$ cat src/rtl/mdr_pkg.sv
package mdr_pkg;
   // lowest address bit that carries the pin mask (word addressing)
   localparam int MASK_LSB = 2;

   // byte offset that selects only pin n
   function automatic int unsigned pin_offset(input int unsigned n);
      return 32'd1 << (n + MASK_LSB);
   endfunction
endpackage

$ cat src/rtl/mdr_mask_decode.sv
module mdr_mask_decode #(
   parameter int PINS = 8,
   localparam int ADDR_W = PINS + mdr_pkg::MASK_LSB
) (
   input  logic [ADDR_W-1:0] addr,
   output logic [PINS-1:0]   mask
);
   localparam int LSB = mdr_pkg::MASK_LSB;

   initial begin
      if (PINS < 1 || PINS > 30)
         $error("mdr_mask_decode: PINS must lie in 1..30");
   end

   assign mask = addr[ADDR_W-1:LSB];

   // byte-lane bits take no part in decoding
   logic unused_lane_bits;
   assign unused_lane_bits = ^addr[LSB-1:0];
endmodule

$ cat src/rtl/mdr_bit_store.sv
module mdr_bit_store #(
   parameter int PINS = 8
) (
   input  logic            clk,
   input  logic            rst_n,
   input  logic            we,
   input  logic [PINS-1:0] mask,
   input  logic [PINS-1:0] wdata,
   output logic [PINS-1:0] q
);
   initial begin
      if (PINS < 1)
         $error("mdr_bit_store: PINS must be positive");
   end

   for (genvar i = 0; i < PINS; i++) begin : g_bit
      always_ff @(posedge clk or negedge rst_n) begin
         if (!rst_n)
            q[i] <= 1'b0;
         else if (we && mask[i])
            q[i] <= wdata[i];
      end

      a_r1_masked_update: assert property (@(posedge clk) disable iff (!rst_n)
         (we && mask[i]) |=> (q[i] == $past(wdata[i])));

      a_r2_unmasked_hold: assert property (@(posedge clk) disable iff (!rst_n)
         !(we && mask[i]) |=> (q[i] == $past(q[i])));
   end

   a_r7_reset_clear: assert property (@(posedge clk)
      !rst_n |=> (q == '0));
endmodule

$ cat src/rtl/mdr_read_mux.sv
module mdr_read_mux #(
   parameter int PINS = 8
) (
   input  logic            clk,
   input  logic            rst_n,
   input  logic [PINS-1:0] mask,
   input  logic [PINS-1:0] q,
   input  logic [PINS-1:0] dir,
   input  logic [PINS-1:0] pin_in,
   output logic [PINS-1:0] rdata
);
   for (genvar i = 0; i < PINS; i++) begin : g_rd
      logic src;
      assign src      = dir[i] ? q[i] : pin_in[i];
      assign rdata[i] = mask[i] & src;
   end

   a_r3_masked_zero: assert property (@(posedge clk) disable iff (!rst_n)
      ((rdata & ~mask) == '0));

   a_r4_output_readback: assert property (@(posedge clk) disable iff (!rst_n)
      (((rdata ^ q) & mask & dir) == '0));

   a_r5_input_live: assert property (@(posedge clk) disable iff (!rst_n)
      (((rdata ^ pin_in) & mask & ~dir) == '0));
endmodule

$ cat src/rtl/masked_pin_data_reg.sv
module masked_pin_data_reg #(
   parameter int PINS = 8,
   localparam int ADDR_W = PINS + mdr_pkg::MASK_LSB
) (
   input  logic              clk,
   input  logic              rst_n,
   input  logic [ADDR_W-1:0] bus_addr,
   input  logic [PINS-1:0]   bus_wdata,
   input  logic              bus_we,
   input  logic [PINS-1:0]   pin_dir,
   input  logic [PINS-1:0]   pin_in,
   output logic [PINS-1:0]   bus_rdata,
   output logic [PINS-1:0]   pin_drive
);
   initial begin
      if (PINS < 1 || PINS > 30)
         $error("masked_pin_data_reg: PINS must lie in 1..30");
   end

   logic [PINS-1:0] sel_mask;
   logic [PINS-1:0] stored;

   mdr_mask_decode #(.PINS(PINS)) u_dec (
      .addr (bus_addr),
      .mask (sel_mask)
   );

   mdr_bit_store #(.PINS(PINS)) u_store (
      .clk   (clk),
      .rst_n (rst_n),
      .we    (bus_we),
      .mask  (sel_mask),
      .wdata (bus_wdata),
      .q     (stored)
   );

   mdr_read_mux #(.PINS(PINS)) u_rd (
      .clk    (clk),
      .rst_n  (rst_n),
      .mask   (sel_mask),
      .q      (stored),
      .dir    (pin_dir),
      .pin_in (pin_in),
      .rdata  (bus_rdata)
   );

   for (genvar i = 0; i < PINS; i++) begin : g_drv
      assign pin_drive[i] = pin_dir[i] & stored[i];
   end

   a_r6_drive_gated: assert property (@(posedge clk) disable iff (!rst_n)
      ((pin_drive & ~pin_dir) == '0));
endmodule

$ cat config.mk
export PLATFORM = sky130hd
export DESIGN_NAME = masked_pin_data_reg
export DESIGN_NICKNAME = d
export VERILOG_FILES = /design/src/rtl/mdr_pkg.sv /design/src/rtl/mdr_mask_decode.sv /design/src/rtl/mdr_bit_store.sv /design/src/rtl/mdr_read_mux.sv /design/src/rtl/masked_pin_data_reg.sv
export SDC_FILE = /design/constraint.sdc
export NUM_CORES = 1
export LEC_CHECK = 0
export CORE_AREA = 2 2 39 41
export DETAILED_ROUTE_END_ITERATION = 8
export DIE_AREA = 0 0 41 43
export DONT_BUFFER_PORTS = 1
export PLACE_DENSITY = 0.5
export SLEW_MARGIN = 20
export SYNTH_ARGS = -nofsm -noshare
export SYNTH_HDL_FRONTEND = slang
export SYNTH_SLANG_ARGS = --single-unit
$ cat constraint.sdc
create_clock -name clk -period 1.64 [get_ports clk]
set_clock_uncertainty 0.05 [all_clocks]
set_input_delay 0.082 -clock clk [delete_from_list [all_inputs] [get_ports clk]]
set_output_delay 0.082 -clock clk [all_outputs]
set_load 0.02 [all_outputs]
# Word-level counts from Yosys, hierarchy flattened
# Cells that the tools add are included.
# totals
register_bits,8
wordCells,40
# classes
n_reduce_logical,8
bitwise,16
mux,8
# ops
cell,count
1-bit bitwise AND,16
1-bit logical AND,8
1-bit 2-to-1 mux,8

# Depth between registers and ports, before layout
# Gate-level depths: netlist (run 1).
# logic_depth
ltp_word,2
mapped_depth,3
ltp_nobuf,2

# Cells and area by module
# From an unflattened synthesis (run 1), not the netlist that was laid out.
# hier_totals
cells_unflattened,57
hier_area_um2,601.8
# by_module_without_submodules
module,seq_area_each_um2,instances,cells_each,area_each_um2
mdr_bit_store,200.2,1,25,361.6
mdr_read_mux,0.0,1,16,130.1
mdr_mask_decode,0.0,1,8,60.1
masked_pin_data_reg,0.0,1,8,50.0

# Worst setup path before layout (run 1)
# OpenSTA, ideal clock, no wires.
# synth_path
path_kind,reg2out
from,register u_store.q[0]
to,output port bus_rdata[0]
path_stages_with_launch,3
arrival_ps,831
required_time_ps,1508
n_path_buf,0
setup_slack_ps,677
cell_sequence,dfrtp_1 > and2_1 > o21a_1
# synth_via
elab_chain_len,2
# synth_lines
item,line,rtl
from (decl),mdr_bit_store.sv:9,output logic [PINS-1:0] q
"from (signal, indexed assignment)",mdr_bit_store.sv:21,q[i] <= wdata[i];
1-bit 2-to-1 mux,mdr_read_mux.sv:14,assign src = dir[i] ? q[i] : pin_in[i];
1-bit bitwise AND,mdr_read_mux.sv:15,assign rdata[i] = mask[i] & src;
to (decl),masked_pin_data_reg.sv:12,"output logic [PINS-1:0] bus_rdata,"
# No other way between the ends.

# Worst setup path in the final report (run 1)
# layout_path
from,register u_store.q[7]
to,output port bus_rdata[7]
# Same word-level chain as after synthesis.

==> impl_metrics.yaml, run 1 <==
detailed_routing:
  via_per_inst: 5.30
  drt_iter0_drc: 2
  firstDrtPassIters: 2
  drc: 0
  routed_wl_mm: 1.20
  vias: 403
  final_antenna_net_count: 0
  wl_per_cell_um: 15.8
layout:
  largest_reg_flops: 8
  area_growth_pct: 23.3
  antennaDiodeCount: 0
  biggestRegsByFlops: "u_store.q (8)"
  mostFrequentLayoutCell: "dlygate4sd3_1"
  drive_above_1_share_pct: 18.3
  nNetsFinal: 99
  top_register: "u_store.q"
logic_synthesis:
  ys_ff_latch: 8
  syn-cell-area_um2: 522
  synth_top_area_share_pct: 38.4
  synth-seq-area-share_pct: 38.4
  ys_warn_count: 0
  synth_cell_types: 7
  synth_area_leaders: "dfrtp_1, mux2_4, o21a_1"
  synth_cells: 49
  synth_top_area_cell: "dfrtp_1"
  syn_nets: 86
  avgSynthCellArea_um2: 10.6
setup_path:
  critPathArrivalTime_ns: 1.16
  regToRegSetupSlack_ns: 0.82
  slowest_delay_ns: 0.36
  cp_slowest_cell: "dfrtp_1"
  crit_fanout: 2
  cp_data_required_time_ns: 1.51
  crit_path_end_kind: "output port"
  setup.worst_path.class: "register to output port"
  startpoint_type: "register"
  path_cells: "and2_1 -> o21a_1"
outcome:
  outcome: "complete, no violations"
die:
  fp.coreArea_um2: 1380
  die_height_um: 43
  fp.dieArea_um2: 1760
  die_w_um: 41
  ios: 53
  start_util_pct: 37.7
  rows: 14
placement:
  post-place-ws_ns: 0.623
  place_congestion: 0.619
  place.detailed.hpwl_um: 968
  portBuffers: 0
clocking:
  cts_buffer_depth: 2
  numCtsBuffers: 3
  worstSkewPairLatency_ns: 0.24
  cts_setup_buffers: 0
  clock-root-buffer: "clkbuf_4"
  cts_tree: "built"
  clk_pin_slew_ns: 0.05
  cts.sinks: 8
  htreeDepth: 1
global_routing:
  grtUsageTotal_pct: 14.4
  grt_max_degree: 9
  grt_pass1_wl_mm: 1.66
  antenna_found_initial: 0
  grt_pass1_vias: 385
  grt_overflow_total: 0
timing:
  min_period_over_period_pct: 78.7
  tns_ns: 0
  setup_viol: 0
  grt_setup_unrepaired: "false"
  worstMarginPinSlew_ns: 0.364
  hold_viol_final: 0
  timing.final.ws_setup_ns: 0.349
  fmax_mhz: 775
  slew_violations: 0
  period_minus_slack_ns: 1.29
  slew_headroom_pct: 75.6
power:
  power_density_nw_per_um2: 865
  power_leakage_nw: 0.291
  switching_power_mw: 0.163
  ir_drop_mv: 0.326
  swShare_pct: 29.3
  intPower_mw: 0.393
  power_frac_comb_pct: 30.1
  seqPwrFrac_pct: 43.8
  clkPwrFrac_pct: 26.1
hold_path:
  hp-class: "input pin to register"
run:
  cap_violations: 0
[through the flow]
step           util, %  hold WS [ns]  area (um2)  total power, mW  instances
2_1_floorplan        -        -0.264         522            0.382         49
3_3_place_gp      38.3        -0.263         531            0.388         64
3_5_place_dp      38.3        -0.263         531            0.394         64
4_1_cts           46.5       0.00879         643            0.568         76
5_1_grt           46.5      0.000872         643            0.602         76
6_report          46.5        0.0172         643            0.556         76
[cell usage after synthesis]
master,count
o21a_1,8
mux2_4,8
nor2b_1,8
dfrtp_1,8
buf_6,1
and2_1,8
nand2_1,8
[worst paths after layout]
kind | startpoint | endpoint | cells past startpoint
max | u_store.q[7] | bus_rdata[7] | 2
min | bus_addr[6] | u_store.q[4] | 2
max reg2reg | u_store.q[7] | u_store.q[7] | 1
min reg2reg | u_store.q[1] | u_store.q[1] | 1
max in group asynchronous | rst_n | u_store.q[6] | 1
min in group asynchronous | rst_n | u_store.q[0] | 1
[power by group through the flow]
stage / clock, mW / sequential [mW] / combinational [mW]
after floorplan: 0 / 0.239 / 0.142
final: 0.145 / 0.244 / 0.167
after global routing: 0.174 / 0.247 / 0.181
after global placement: 0 / 0.243 / 0.145
after CTS: 0.156 / 0.243 / 0.170
after detailed placement: 0 / 0.246 / 0.148
[layout make-up]
cell class,count,area (um2)
multi-input combinational,40,310
fill,130,741
tap,16,20.0
clock buffer,3,22.5
timing repair buffer,9,90.1
sequential,8,200
[timing repair]
action / CTS / global route
hold endpoints to repair: 16 / 0
gates resized for setup: 0 / 0
hold buffers: 9 / 0
[routing by layer]
metal / track usage, % / routed length [um]
met1: 15.9 / 439
met2: 24.4 / 635
met3: 5.24 / 124
met4: 4.00 / 0
met5: 0 / 0
[cell families after synthesis]
logic type | after synthesis | synth area share [%]
AOI/OAI and AO/OA | 8 | 11.5
muxes | 8 | 23.0
and+or+nand+nor | 24 | 24.9
DFF | 8 | 38.4
buffers and inverters | 1 | 2.16
[worst max-delay path, delay by kind of cell, from the launching register on]
family,cells,cell delay (ns)
AO/OA/AOI/OAI,1,0.29
flip-flops,1,0.36
AND/OR/NAND/NOR,1,0.27
No activity file was read; power rests on OpenSTA's default activity.
==> inputs of run 2 (changes only) <==
==> constraint.sdc (replaced) <==
create_clock -name clk -period 1.3 [get_ports clk]
set_clock_uncertainty 0.05 [all_clocks]
set_input_delay 0.065 -clock clk [delete_from_list [all_inputs] [get_ports clk]]
set_output_delay 0.065 -clock clk [all_outputs]
set_load 0.02 [all_outputs]
==> run 2 against run 1 <==
Net effect: first-iteration DRC count increased to 3.5 times the previous value; via count up 17%; clock-buffer cell count stayed put; total power grew 37%; sequential share of layout area shrank 6.2 points; hold slack worse by 0.0063 ns; die area stayed put; register-to-register slack worse by 0.33 ns; critical path depth did not move; core utilization grew 12 points; final cell count rose by 24%; largest power group unchanged.
==> impl_metrics.yaml, run 2 (synthesis gave the netlist of run 1 again) <==
outcome:
  outcome: "complete, no violations"
setup_path:
  regToRegSetupSlack_ns: 0.49
  setup.worst_path.class: "register to output port"
  crit_fanout: 2
  cp_data_required_time_ns: 1.19
  worst_path_dominant_cell_family: "flip-flops"
  cp_slowest_cell: "dfrtp_1"
  reg2reg_from: "u_store.q[2]"
  path_cells: "and2_1 -> o21a_1"
  startpoint_type: "register"
  critPathArrivalTime_ns: 1.04
  regToRegEndpoint: "u_store.q[2]"
  worst-path-buf-inv: 0
  crit_path_end_kind: "output port"
  reg2regPathDepth: 1
  slowest_delay_ns: 0.38
detailed_routing:
  vias: 470
  wl_per_cell_um: 14.5
  final_antenna_net_count: 0
  drt_iter0_drc: 7
  drc: 0
  top_layer: "met3"
  met1_length_um: 481
  via_per_inst: 5.00
  wl_met3_um: 131
  routed_wl_mm: 1.37
  dr_wl_met2_um: 752
  firstDrtPassIters: 4
placement:
  place_congestion: 0.642
  portBuffers: 0
  dp.cells: 72
  place.detailed.hpwl_um: 931
clocking:
  clock-root-buffer: "clkbuf_4"
  worstSkewPairLatency_ns: 0.24
  cts_buffer_depth: 2
  cts.sinks: 8
  cts_resized: 0
  postCtsHoldBufs: 17
  clk_pin_slew_ns: 0.05
  cts_tree: "built"
  cts_setup_buffers: 0
  htreeDepth: 1
  numCtsBuffers: 3
hold_path:
  hp-start: "bus_we"
  hold_path_end: "u_store.q[1]"
  hp-class: "input pin to register"
  hold_depth: 2
global_routing:
  antenna_found_initial: 0
  grt_pass1_wl_mm: 1.82
  grtUsageTotal_pct: 15.6
  grt_max_degree: 9
  grt_overflow_total: 0
  grt_pass1_vias: 466
power:
  power_density_nw_per_um2: 952
  ir_drop_mv: 0.421
  power_leakage_nw: 0.374
timing:
  setup_viol: 0
  fmax_mhz: 863
  slew_violations: 0
  slew_headroom_pct: 74.7
  grt_setup_unrepaired: "false"
  period_minus_slack_ns: 1.16
  worstMarginPinSlew_ns: 0.379
  tns_ns: 0
  hold_viol_final: 0
  min_period_over_period_pct: 89.2
layout:
  nNetsFinal: 117
  antennaDiodeCount: 0
  fillers: 124
  drive_above_1_share_pct: 24.4
  area_growth_pct: 54.0
  top_register: "u_store.q"
  instances_no_fill: 94
  largest_reg_flops: 8
  mostFrequentLayoutCell: "dlygate4sd3_1"
  biggestRegsByFlops: "u_store.q (8)"
die:
  start_util_pct: 37.7
  die_height_um: 43
  ios: 53
  rows: 14
  die_w_um: 41
  fp.dieArea_um2: 1760
  fp.coreArea_um2: 1380
run:
  cap_violations: 0
==> run 2: cell count changes in the layout (fill, tap and decap cells not counted) <==
cell,delta
dlygate4sd3_1,+10
buf_4,+8
==> run 2: power breakdown <==
part	internal, mW	leakage [nW]	switching [mW]	total (mW)
combinational	0.154	0.267	0.120	0.274
clock	0.105	0.0138	0.0790	0.184
sequential	0.286	0.0939	0.0200	0.306
total	0.546	0.374	0.219	0.765
==> run 2: through the flow <==
| stage | utilization [%] | setup slack [ns] | hold slack, ns | area [um2] | total power [mW] |
|---|---|---|---|---|---|
| after floorplan | - | 0.354 | -0.281 | 522 | 0.481 |
| after CTS | 56.6 | 0.134 | 0.00204 | 783 | 0.769 |
| final | 58.0 | 0.141 | 0.0109 | 803 | 0.765 |
| after detailed placement | 42.7 | 0.412 | -0.280 | 591 | 0.530 |
| after global placement | 42.7 | 0.427 | -0.280 | 591 | 0.526 |
| after global routing | 58.0 | 0.0863 | 0.00230 | 803 | 0.818 |
==> run 2: area by class of cell <==
type                    count  area (um2)  area share (%)
clock buffers               3        22.5            2.80
multi-input cells          40         310            38.6
repair buffers             27         250            31.2
well taps                  16        20.0            2.49
flip-flops and latches      8         200            24.9
==> run 2: worst max-delay path by stage <==
| stage | from | endpoint | slack (ns) | cells past startpoint |
|---|---|---|---|---|
| floorplan | u_store.q[0] | bus_rdata[0] | 0.35 | 2 |
| global placement | u_store.q[0] | bus_rdata[0] | 0.43 | 2 |
| detailed placement | u_store.q[0] | bus_rdata[0] | 0.41 | 2 |
| CTS | u_store.q[0] | bus_rdata[0] | 0.13 | 2 |
| global route | u_store.q[5] | bus_rdata[5] | 0.09 | 2 |
| finish | u_store.q[0] | bus_rdata[0] | 0.14 | 2 |
==> run 2: metal layers <==
layer,GRT usage [%],vias up
li1,-,224
met1,14.6,219
met2,28.1,27
met3,5.76,0
met4,6.00,0
met5,0,-
==> inputs of run 3 (changes only) <==
--- a/config.mk
+++ b/config.mk
@@ -5,11 +5,11 @@
 export SDC_FILE = /design/constraint.sdc
 export NUM_CORES = 1
 export LEC_CHECK = 0
-export CORE_AREA = 2 2 39 41
+export CORE_UTILIZATION = 32
 export DETAILED_ROUTE_END_ITERATION = 8
-export DIE_AREA = 0 0 41 43
 export DONT_BUFFER_PORTS = 1
-export PLACE_DENSITY = 0.5
+export MAX_ROUTING_LAYER = met4
+export PLACE_DENSITY = 0.43
 export SLEW_MARGIN = 20
 export SYNTH_ARGS = -nofsm -noshare
 export SYNTH_HDL_FRONTEND = slang
==> run 3 against run 2 <==
Net effect: critical path type unchanged; hold slack worse by 0.0050 ns; via count down 3.4%; largest cell class unchanged; first-iteration DRC count down 86%; fmax down 0.70%; die area up 1.9%; total power down 3.4%; sequential cell count unchanged.
==> impl_metrics.yaml, run 3 (synthesis gave the netlist of run 1 again) <==
detailed_routing:
  final_antenna_net_count: 0
  drc: 0
  routed_wl_mm: 1.14
  vias: 454
  via_per_inst: 5.34
  firstDrtPassIters: 2
  wl_per_cell_um: 13.4
  drt_iter0_drc: 1
power:
  intPower_mw: 0.528
  power_leakage_nw: 0.337
  ir_drop_mv: 0.543
  switching_power_mw: 0.210
  power_frac_comb_pct: 33.9
  clkPwrFrac_pct: 24.7
  seqPwrFrac_pct: 41.4
  power_density_nw_per_um2: 1040
  swShare_pct: 28.5
clocking:
  worstSkewPairLatency_ns: 0.24
  cts_tree: "built"
  numCtsBuffers: 3
  htreeDepth: 1
  postCtsHoldBufs: 10
  cts_setup_buffers: 0
  cts_resized: 0
  clk_pin_slew_ns: 0.05
  cts_buffer_depth: 2
  cts.sinks: 8
  clock-root-buffer: "clkbuf_4"
layout:
  fin_area_um2: 713
  top_register: "u_store.q"
  drive_above_1_share_pct: 27.5
  biggestRegsByFlops: "u_store.q (8)"
  nNetsFinal: 108
  mostFrequentLayoutCell: "dlygate4sd3_1"
  post-route-util_pct: 47.3
  area_growth_pct: 36.7
  antennaDiodeCount: 0
  largest_reg_flops: 8
setup_path:
  setup.worst_path.class: "register to output port"
  crit_path_end_kind: "output port"
  regToRegSetupSlack_ns: 0.49
  cp_slowest_cell: "dfrtp_1"
  crit_fanout: 2
  path_cells: "and2_1 -> o21a_1"
  cp_data_required_time_ns: 1.19
  critPathArrivalTime_ns: 1.05
  slowest_delay_ns: 0.38
  startpoint_type: "register"
global_routing:
  grt_overflow_total: 0
  grt_pass1_vias: 438
  grtUsageTotal_pct: 13.0
  antenna_found_initial: 0
  grt_max_degree: 9
  grt_pass1_wl_mm: 1.70
placement:
  place.detailed.hpwl_um: 929
  placed_area_um2: 591
  place_congestion: 0.758
  portBuffers: 0
timing:
  slew_headroom_pct: 75.3
  tns_ns: 0
  period_minus_slack_ns: 1.17
  fmax_mhz: 857
  slew_violations: 0
  hold_viol_final: 0
  worstMarginPinSlew_ns: 0.369
  setup_viol: 0
  min_period_over_period_pct: 89.8
  grt_setup_unrepaired: "false"
run:
  cap_violations: 0
die:
  start_util_pct: 34.6
  fp.coreArea_um2: 1510
  die_w_um: 42.4
  rows: 14
  fp.dieArea_um2: 1800
  ios: 53
  die_height_um: 42.4
outcome:
  outcome: "complete, no violations"
hold_path:
  hp-class: "input pin to register"
run 3: cell types whose count changed in the layout (fill, tap and decap cells not counted), sizes merged:
cell,previous run,this run
dlygate4sd3,19,10
run 3: worst max-delay path: cells and delay by family, from the launching register on:
kind,cells,cell delay [ns]
flops,1,0.38
simple gates,1,0.16
compound gates,1,0.26
run 3: cell type report:
type	count	area (um2)
clock buffer	3	22.5
fill	145	793
multi-input combinational	40	310
sequential	8	200
tap	16	20.0
timing repair buffer	18	160
run 3: power by group through the flow:
stage / registers [mW] / clock network (mW) / logic (mW)
after floorplan: 0.302 / 0 / 0.180
after global placement: 0.306 / 0 / 0.220
after detailed placement: 0.309 / 0 / 0.223
after CTS: 0.306 / 0.191 / 0.252
after global routing: 0.310 / 0.201 / 0.266
final: 0.306 / 0.182 / 0.251
run 3: stage by stage:
| stage | std cells | setup WS [ns] | hold WS [ns] | total power [mW] |
|---|---|---|---|---|
| after floorplan | 49 | 0.354 | -0.281 | 0.481 |
| after global placement | 72 | 0.429 | -0.280 | 0.526 |
| after detailed placement | 72 | 0.412 | -0.280 | 0.532 |
| after CTS | 85 | 0.133 | 0.000161 | 0.749 |
| after global routing | 85 | 0.0962 | 0.00276 | 0.777 |
| final | 85 | 0.133 | 0.00587 | 0.739 |
run 3: layer usage:
metal	share of wire (%)	GRT usage (%)	up-vias
li1	-	-	205
met1	37	13.2	216
met2	54	24.0	33
met3	8.7	2.16	0
met4	0	5.63	0
met5	0	-	-
run 3: final timing paths:
check	to	start	cells after the start
max	bus_rdata[1]	u_store.q[1]	2
min	u_store.q[1]	bus_addr[3]	2
max reg2reg	u_store.q[6]	u_store.q[6]	1
min reg2reg	u_store.q[7]	u_store.q[7]	1
max in group asynchronous	u_store.q[6]	rst_n	1
min in group asynchronous	u_store.q[1]	rst_n	1
